File: src/rtl/ctxprop_pkg.sv
package ctxprop_pkg;
    localparam int CTX_W   = 32;
    localparam int TAG_W   = 4;
    localparam int SLOTS   = 7;
    localparam int SCHED_W = 40;
    localparam int IMM_W   = 20;

    typedef enum logic [TAG_W-1:0] {
        TAG_RM    = 4'd0,
        TAG_SWIZ  = 4'd1,
        TAG_REMAP = 4'd2
    } ctx_tag_e;
endpackage

File: src/rtl/ctxprop_len.sv
module ctxprop_len #(
    parameter int IMM_W = ctxprop_pkg::IMM_W,
    localparam int CNT_W = $clog2(IMM_W + 1)
) (
    input  logic [IMM_W-1:0] imm_i,
    output logic [CNT_W-1:0] len_o
);
    logic [CNT_W-1:0] low_d;
    logic             any_d;

    always_comb begin
        low_d = '0;
        any_d = 1'b0;
        for (int k = IMM_W - 1; k >= 0; k--) begin
            if (imm_i[k]) begin
                low_d = CNT_W'(k);
                any_d = 1'b1;
            end
        end
        len_o = any_d ? (CNT_W'(IMM_W) - low_d) : '0;
    end
endmodule

File: src/rtl/ctxprop_slot.sv
module ctxprop_slot #(
    parameter int SCHED_W = ctxprop_pkg::SCHED_W,
    parameter int IMM_W   = ctxprop_pkg::IMM_W,
    parameter int CTX_W   = ctxprop_pkg::CTX_W,
    localparam int CNT_W  = $clog2(IMM_W + 1),
    localparam int OFF_W  = $clog2(SCHED_W + 1),
    localparam int SUM_W  = OFF_W + 1,
    localparam int EXT_W  = SCHED_W + IMM_W
) (
    input  logic             clk_i,
    input  logic             rst_ni,
    input  logic             issue_i,
    input  logic             ins_i,
    input  logic [CNT_W-1:0] len_i,
    input  logic [IMM_W-1:0] imm_i,
    input  logic [CTX_W-1:0] ctx_i,
    output logic             active_o,
    output logic [CTX_W-1:0] ctx_o,
    output logic             ovf_o
);
    typedef struct packed {
        logic [SCHED_W-1:0] sched;
        logic [OFF_W-1:0]   off;
        logic [CTX_W-1:0]   ctx;
    } slot_st_t;

    slot_st_t           st_d, st_q;
    logic               ovf_d;
    logic [IMM_W-1:0]   rev_d;
    logic [IMM_W-1:0]   mask_d;
    logic [EXT_W-1:0]   ext_d;
    logic [OFF_W-1:0]   base_d;
    logic [SUM_W-1:0]   sum_d;

    always_comb begin
        st_d   = st_q;
        ovf_d  = 1'b0;
        rev_d  = '0;
        mask_d = '0;
        ext_d  = '0;
        sum_d  = '0;
        // shift first
        if (issue_i) begin
            st_d.sched = st_q.sched >> 1;
            if (st_q.off != '0) st_d.off = st_q.off - 1'b1;
        end
        base_d = st_d.off;
        // then append at the (possibly decremented) offset
        if (ins_i) begin
            st_d.ctx = ctx_i;
            for (int k = 0; k < IMM_W; k++) begin
                rev_d[k]  = imm_i[IMM_W-1-k];
                mask_d[k] = (CNT_W'(k) < len_i);
            end
            ext_d = EXT_W'(rev_d & mask_d) << base_d;
            st_d.sched = st_d.sched | ext_d[SCHED_W-1:0];
            sum_d = SUM_W'(base_d) + SUM_W'(len_i);
            if (sum_d > SUM_W'(SCHED_W)) begin
                ovf_d    = 1'b1;
                st_d.off = OFF_W'(SCHED_W);
            end else begin
                st_d.off = sum_d[OFF_W-1:0];
            end
        end
    end

    always_ff @(posedge clk_i) begin
        if (!rst_ni) st_q <= '0;
        else         st_q <= st_d;
    end

    assign active_o = st_q.sched[0];
    assign ctx_o    = st_q.ctx;
    assign ovf_o    = ovf_d;

    AST_OFF_BOUND: assert property (@(posedge clk_i) disable iff (!rst_ni)
        st_q.off <= OFF_W'(SCHED_W));
    AST_EMPTY_ABOVE_FILL: assert property (@(posedge clk_i) disable iff (!rst_ni)
        ((st_q.sched >> st_q.off) == '0));
    AST_OFF_SATURATE: assert property (@(posedge clk_i) disable iff (!rst_ni)
        (issue_i && !ins_i && st_q.off == '0) |=> (st_q.off == '0));
endmodule

File: src/rtl/ctxprop_merge.sv
module ctxprop_merge #(
    parameter int SLOTS = ctxprop_pkg::SLOTS,
    parameter int CTX_W = ctxprop_pkg::CTX_W,
    parameter int TAG_W = ctxprop_pkg::TAG_W
) (
    input  logic [SLOTS-1:0]            active_i,
    input  logic [SLOTS-1:0][CTX_W-1:0] ctx_i,
    output logic [CTX_W-1:0]            merged_o,
    output logic                        any_o,
    output logic                        conflict_o
);
    logic [TAG_W-1:0] ref_d;
    logic             seen_d;

    always_comb begin
        merged_o   = '0;
        conflict_o = 1'b0;
        ref_d      = '0;
        seen_d     = 1'b0;
        for (int s = 0; s < SLOTS; s++) begin
            if (active_i[s]) begin
                merged_o = merged_o | ctx_i[s];
                if (!seen_d) begin
                    ref_d  = ctx_i[s][TAG_W-1:0];
                    seen_d = 1'b1;
                end else if (ctx_i[s][TAG_W-1:0] != ref_d) begin
                    conflict_o = 1'b1;
                end
            end
        end
        any_o = seen_d;
    end
endmodule

File: src/rtl/ctxprop_unit.sv
module ctxprop_unit
    import ctxprop_pkg::*;
#(
    parameter int N_SLOTS = SLOTS,
    parameter int SCH_W   = SCHED_W,
    parameter int IM_W    = IMM_W,
    parameter int CX_W    = CTX_W,
    localparam int IDX_W  = $clog2(N_SLOTS + 1),
    localparam int CNT_W  = $clog2(IM_W + 1)
) (
    input  logic             clk_i,
    input  logic             rst_ni,
    input  logic             ins_valid_i,
    input  logic [IDX_W-1:0] ins_slot_i,
    input  logic [CX_W-1:0]  ins_ctx_i,
    input  logic [IM_W-1:0]  ins_sched_i,
    input  logic             issue_i,
    output logic [CX_W-1:0]  ctx_o,
    output logic             ctx_valid_o,
    output logic             illegal_o,
    output logic             overflow_o
);
    typedef struct packed {
        logic [CX_W-1:0] ctx;
        logic            valid;
        logic            illegal;
        logic            ovf;
    } out_st_t;

    out_st_t                        out_d, out_q;
    logic [CNT_W-1:0]               len_w;
    logic [N_SLOTS-1:0]             active_w;
    logic [N_SLOTS-1:0]             ovf_w;
    logic [N_SLOTS-1:0][CX_W-1:0]   sctx_w;
    logic [CX_W-1:0]                merged_w;
    logic                           any_w;
    logic                           conflict_w;

    ctxprop_len #(.IMM_W(IM_W)) len_i (
        .imm_i (ins_sched_i),
        .len_o (len_w)
    );

    for (genvar s = 0; s < N_SLOTS; s++) begin : g_slot
        logic sel_w;
        assign sel_w = ins_valid_i && (ins_slot_i == IDX_W'(s + 1));
        ctxprop_slot #(.SCHED_W(SCH_W), .IMM_W(IM_W), .CTX_W(CX_W)) slot_i (
            .clk_i    (clk_i),
            .rst_ni   (rst_ni),
            .issue_i  (issue_i),
            .ins_i    (sel_w),
            .len_i    (len_w),
            .imm_i    (ins_sched_i),
            .ctx_i    (ins_ctx_i),
            .active_o (active_w[s]),
            .ctx_o    (sctx_w[s]),
            .ovf_o    (ovf_w[s])
        );
    end

    ctxprop_merge #(.SLOTS(N_SLOTS), .CTX_W(CX_W), .TAG_W(TAG_W)) merge_i (
        .active_i   (active_w),
        .ctx_i      (sctx_w),
        .merged_o   (merged_w),
        .any_o      (any_w),
        .conflict_o (conflict_w)
    );

    always_comb begin
        out_d         = '0;
        out_d.ovf     = |ovf_w;
        if (issue_i) begin
            out_d.illegal = any_w && conflict_w;
            out_d.valid   = any_w && !conflict_w;
            out_d.ctx     = out_d.valid ? merged_w : '0;
        end
    end

    always_ff @(posedge clk_i) begin
        if (!rst_ni) out_q <= '0;
        else         out_q <= out_d;
    end

    assign ctx_o       = out_q.ctx;
    assign ctx_valid_o = out_q.valid;
    assign illegal_o   = out_q.illegal;
    assign overflow_o  = out_q.ovf;

    AST_VALID_XOR_ILLEGAL: assert property (@(posedge clk_i) disable iff (!rst_ni)
        !(ctx_valid_o && illegal_o));
    AST_QUIET_WITHOUT_ISSUE: assert property (@(posedge clk_i) disable iff (!rst_ni)
        !issue_i |=> (!ctx_valid_o && !illegal_o && ctx_o == '0));
    AST_ILLEGAL_ZERO_CTX: assert property (@(posedge clk_i) disable iff (!rst_ni)
        illegal_o |-> (ctx_o == '0));
    AST_OVF_NEEDS_INSERT: assert property (@(posedge clk_i) disable iff (!rst_ni)
        !ins_valid_i |=> !overflow_o);
endmodule

File: config.mk
export PLATFORM = sky130hd
export DESIGN_NAME = ctxprop_unit
export DESIGN_NICKNAME = d
export VERILOG_FILES = /design/src/rtl/ctxprop_pkg.sv /design/src/rtl/ctxprop_len.sv /design/src/rtl/ctxprop_slot.sv /design/src/rtl/ctxprop_merge.sv /design/src/rtl/ctxprop_unit.sv
export SDC_FILE = /design/constraint.sdc
export NUM_CORES = 2
export LEC_CHECK = 0
export BUFFER_PORTS_ARGS = -buffer_cell sky130_fd_sc_hd__buf_2
export CORE_MARGIN = 5
export CORE_UTILIZATION = 37
export CTS_BUF_LIST = sky130_fd_sc_hd__clkbuf_4
export CTS_CLUSTER_SIZE = 14
export DETAILED_ROUTE_END_ITERATION = 16
export GPL_TIMING_DRIVEN = 0
export HOLD_SLACK_MARGIN = 0.08
export PLACE_DENSITY_LB_ADDON = 0.12
export SLEW_MARGIN = 20
export SYNTH_ARGS = -nofsm -noshare
export SYNTH_HDL_FRONTEND = slang
export SYNTH_HIERARCHICAL = 1
export SYNTH_SLANG_ARGS = --single-unit
File: constraint.sdc
create_clock -name clk_i -period 7.8 [get_ports clk_i]
set_clock_uncertainty 0.15 [all_clocks]
set_input_delay 0 -clock clk_i [delete_from_list [all_inputs] [get_ports clk_i]]
set_output_delay 0 -clock clk_i [all_outputs]
set_load 0.05 [all_outputs]
==> run metrics <==
status=finished, final reports clean; CTS clk-pin slew, worst paths=0.06 ns; Post-Syn Nets=approximately 5000; min-delay src=ins_sched_i[0]; sequential area share after synthesis=roughly 28%; Remaining Overflow, GRT=0; crit end category=register; Setup CP Type=in2reg; Post-synth ARST share=0%; first-pass detailed-route iteration total=6; Vias=41100; CTS sink cnt=581; Die Y=346 um; Bufs on Longest Clock Path=3; DRC viols=0; # nets final=5485; min cycle time layout=about 7.0 ns; fraction of layout cells with a size suffix above 1=18.2%; EDFF count, synth=0; CP startpoint=ins_sched_i[5]; pin count of the biggest net entering global routing=29; fin crit share=89.1%; first-pass GRT wire length=roughly 250 mm; GPL Wtd Cong=0.965; TritonCTS clock tree=yes; Multi-input gate area=26600 um^2; synthesis-stage register bit count=581; buffer count from post-CTS setup fixing=0; H-tree depth=4; largest area contributor in the netlist=dfxtp_1; WL/cell=24.2 um; Die W=346 um; Total Wirelength=169 mm; RSZ-0062 raised after global routing=no; Layout Cells excl Fill=7000; HPWL after DPL=122 mm; post-synth top area share=27.9%; Slew Limit Fails=0; relative max-transition margin=20.0%; worst vdd ir=0.199 mV; Startpoint Class=input pin; Pwr Density=441 nW/um^2; post-CTS resize count=0; antenna violations before repair=16; Port Buffer Count=93; post-cts hold buffer count=143; Hold Crit Class=in2reg; worst r2r src=g_slot[1].slot_i/st_q[32]; fmax=144 MHz; number of global-route vias before repair=39900; register area=11600 um^2; number of I/O pins=94; r2r setup slk=~1.7 ns; mapped cell area=41700 um^2; Worst-Skew Late Latency=1.14 ns; Filler Cells Inserted=11600; Area contributors post-synth=dfxtp_1 (28%), mux2i_1 (15%), nor2_1 (4.4%); max_cap viols=0; CP max FO=24; effective utilization at floorplan=37.2%; Avg Cell Area, Syn=~8.4 um^2; placed cell count=6538; TritonCTS Buffers=175; Crit path required time=8.69 ns; post-synthesis cell count=4940; setup violators final=0; commonest cells in the synthesized netlist=mux2i_1 (615), dfxtp_1 (581), nor2_1 (493); arrival time worst endpoint=7.84 ns; gr usage total=26.9%; FP Rows=about 120; final hold vios=0; post-route ant nets=0; Worst-Margin Slew=1.19 ns; cell leakage power=18.9 nW; Synth warnings=6; Syn-to-layout area delta=14.6%; Via-to-Cell Ratio=5.86; CTS root buffer=clkbuf_4; Worst Hold Slack=0.273 ns; Distinct cells, synth=slightly above 100; Iter 0 DRT Violations=4246; die area=120000 um^2; most common flop cell mapped by yosys=dfxtp_1; count leader, synth=mux2i_1; area of the core=112000 um^2
[worst max-delay path, cell delays in order]
cell and delay (ns):
dlygate4sd3_1 0.52, buf_2 0.55, nor3b_2 0.30, nor3_2 0.07, o21ai_1 0.10, a2bb2oi_1 0.28, nor2b_4 0.72, inv_1 0.11
ha_1 0.27, o21ai_4 0.53, buf_12 0.26, clkbuf_1 0.33, o21a_1 0.18, o21ai_0 0.11, mux2_4 0.30, dlygate4sd3_1 0.60
mux4_2 0.47, dlygate4sd3_1 0.62, nand2_1 0.08, o21ai_1 0.10, dlygate4sd3_1 0.61, o21ai_1 0.13, dlygate4sd3_1 0.56
[stage by stage]
stage	TNS [ns]	worst slack [ns]	total power [mW]	instance area (um^2)	utilization, %
2_1_floorplan	0	1.22	13.2	41700	-
5_1_grt	0	0.746	22.2	47800	42.6
3_5_place_dp	0	1.53	17.4	44200	39.4
4_1_cts	0	1.14	20.7	47800	42.6
6_report	0	0.847	21.1	47800	42.6
3_3_place_gp	-1161.32	-4.78	17.5	44100	39.3
[worst paths after layout]
kind | cells after the start | endpoint
max | 23 | g_slot[5].slot_i/st_q[69]
min | 6 | g_slot[2].slot_i/st_q[72]
max reg2reg | 19 | overflow_o
min reg2reg | 2 | g_slot[5].slot_i/ctx_o[22]
[state kept, by name (all words and copies together) (netlist names)]
name                    flops
ctx_o                      32
ctx_valid_o                 1
g_slot.slot_i/active_o      7
g_slot.slot_i/ctx_o       224
g_slot.slot_i/st_q        315
illegal_o                   1
overflow_o                  1
[logic make-up after synthesis]
| family | after synthesis | share of synthesized area [%] |
|---|---|---|
| muxes | 812 | 21.2 |
| AOI/OAI and AO/OA | 1312 | 22.4 |
| DFF | 581 | 27.9 |
| xor gates and xnor gates | 60 | 1.26 |
| buffers and inverters | 654 | 8.46 |
| adders and majority gates | 68 | 2.16 |
| and+or+nand+nor | 1453 | 16.6 |
[layer usage]
metal / up-vias / GRT usage, % / part of all wire (%)
met5: - / 0 / 0.024
met4: 6 / 11.1 / 3.8
met3: 402 / 5.51 / 7.9
met2: 1830 / 42.0 / 44
met1: 19800 / 36.2 / 44
li1: 19000 / - / -
[layout by cell type (no fill, tap or decap), types with 52 or more instances in the layout]
cell / n
mux2i_1: 615
dfxtp_1: 581
nor2_1: 493
nand2_1: 366
buf_4: 239
clkbuf_4: 234
o21ai_0: 225
clkbuf_1: 221
a21oi_1: 201
buf_2: 144
dlygate4sd3_1: 142
mux2_2: 131
nand3_1: 116
nor3_1: 104
o22ai_1: 86
a22oi_1: 83
o21a_1: 78
and2_1: 74
a21o_1: 62
a211oi_1: 61
ha_1: 61
clkinv_1: 58
nand2b_1: 57
a31oi_1: 52
[report_power, final]
part / total, mW / switching, mW / internal, mW / leakage [nW]
combinational: 14.7 / 9.58 / 5.14 / 12.9
sequential: 3.46 / 0.229 / 3.23 / 4.70
clock: 2.92 / 1.51 / 1.41 / 1.26
total: 21.1 / 11.3 / 9.78 / 18.9
[cell type report]
type | instances | share of cell area (%)
multi-input cells | 3705 | 55.6
flip-flops and latches | 581 | 24.3
plain buffers | 573 | 6.73
repair buffers | 241 | 4.23
well taps | 1500 | 3.93
clock buffers | 234 | 3.67
clock inverters | 73 | 0.743
inverters | 81 | 0.673
diodes | 12 | 0.0628
No activity file was read; power rests on OpenSTA's default activity.
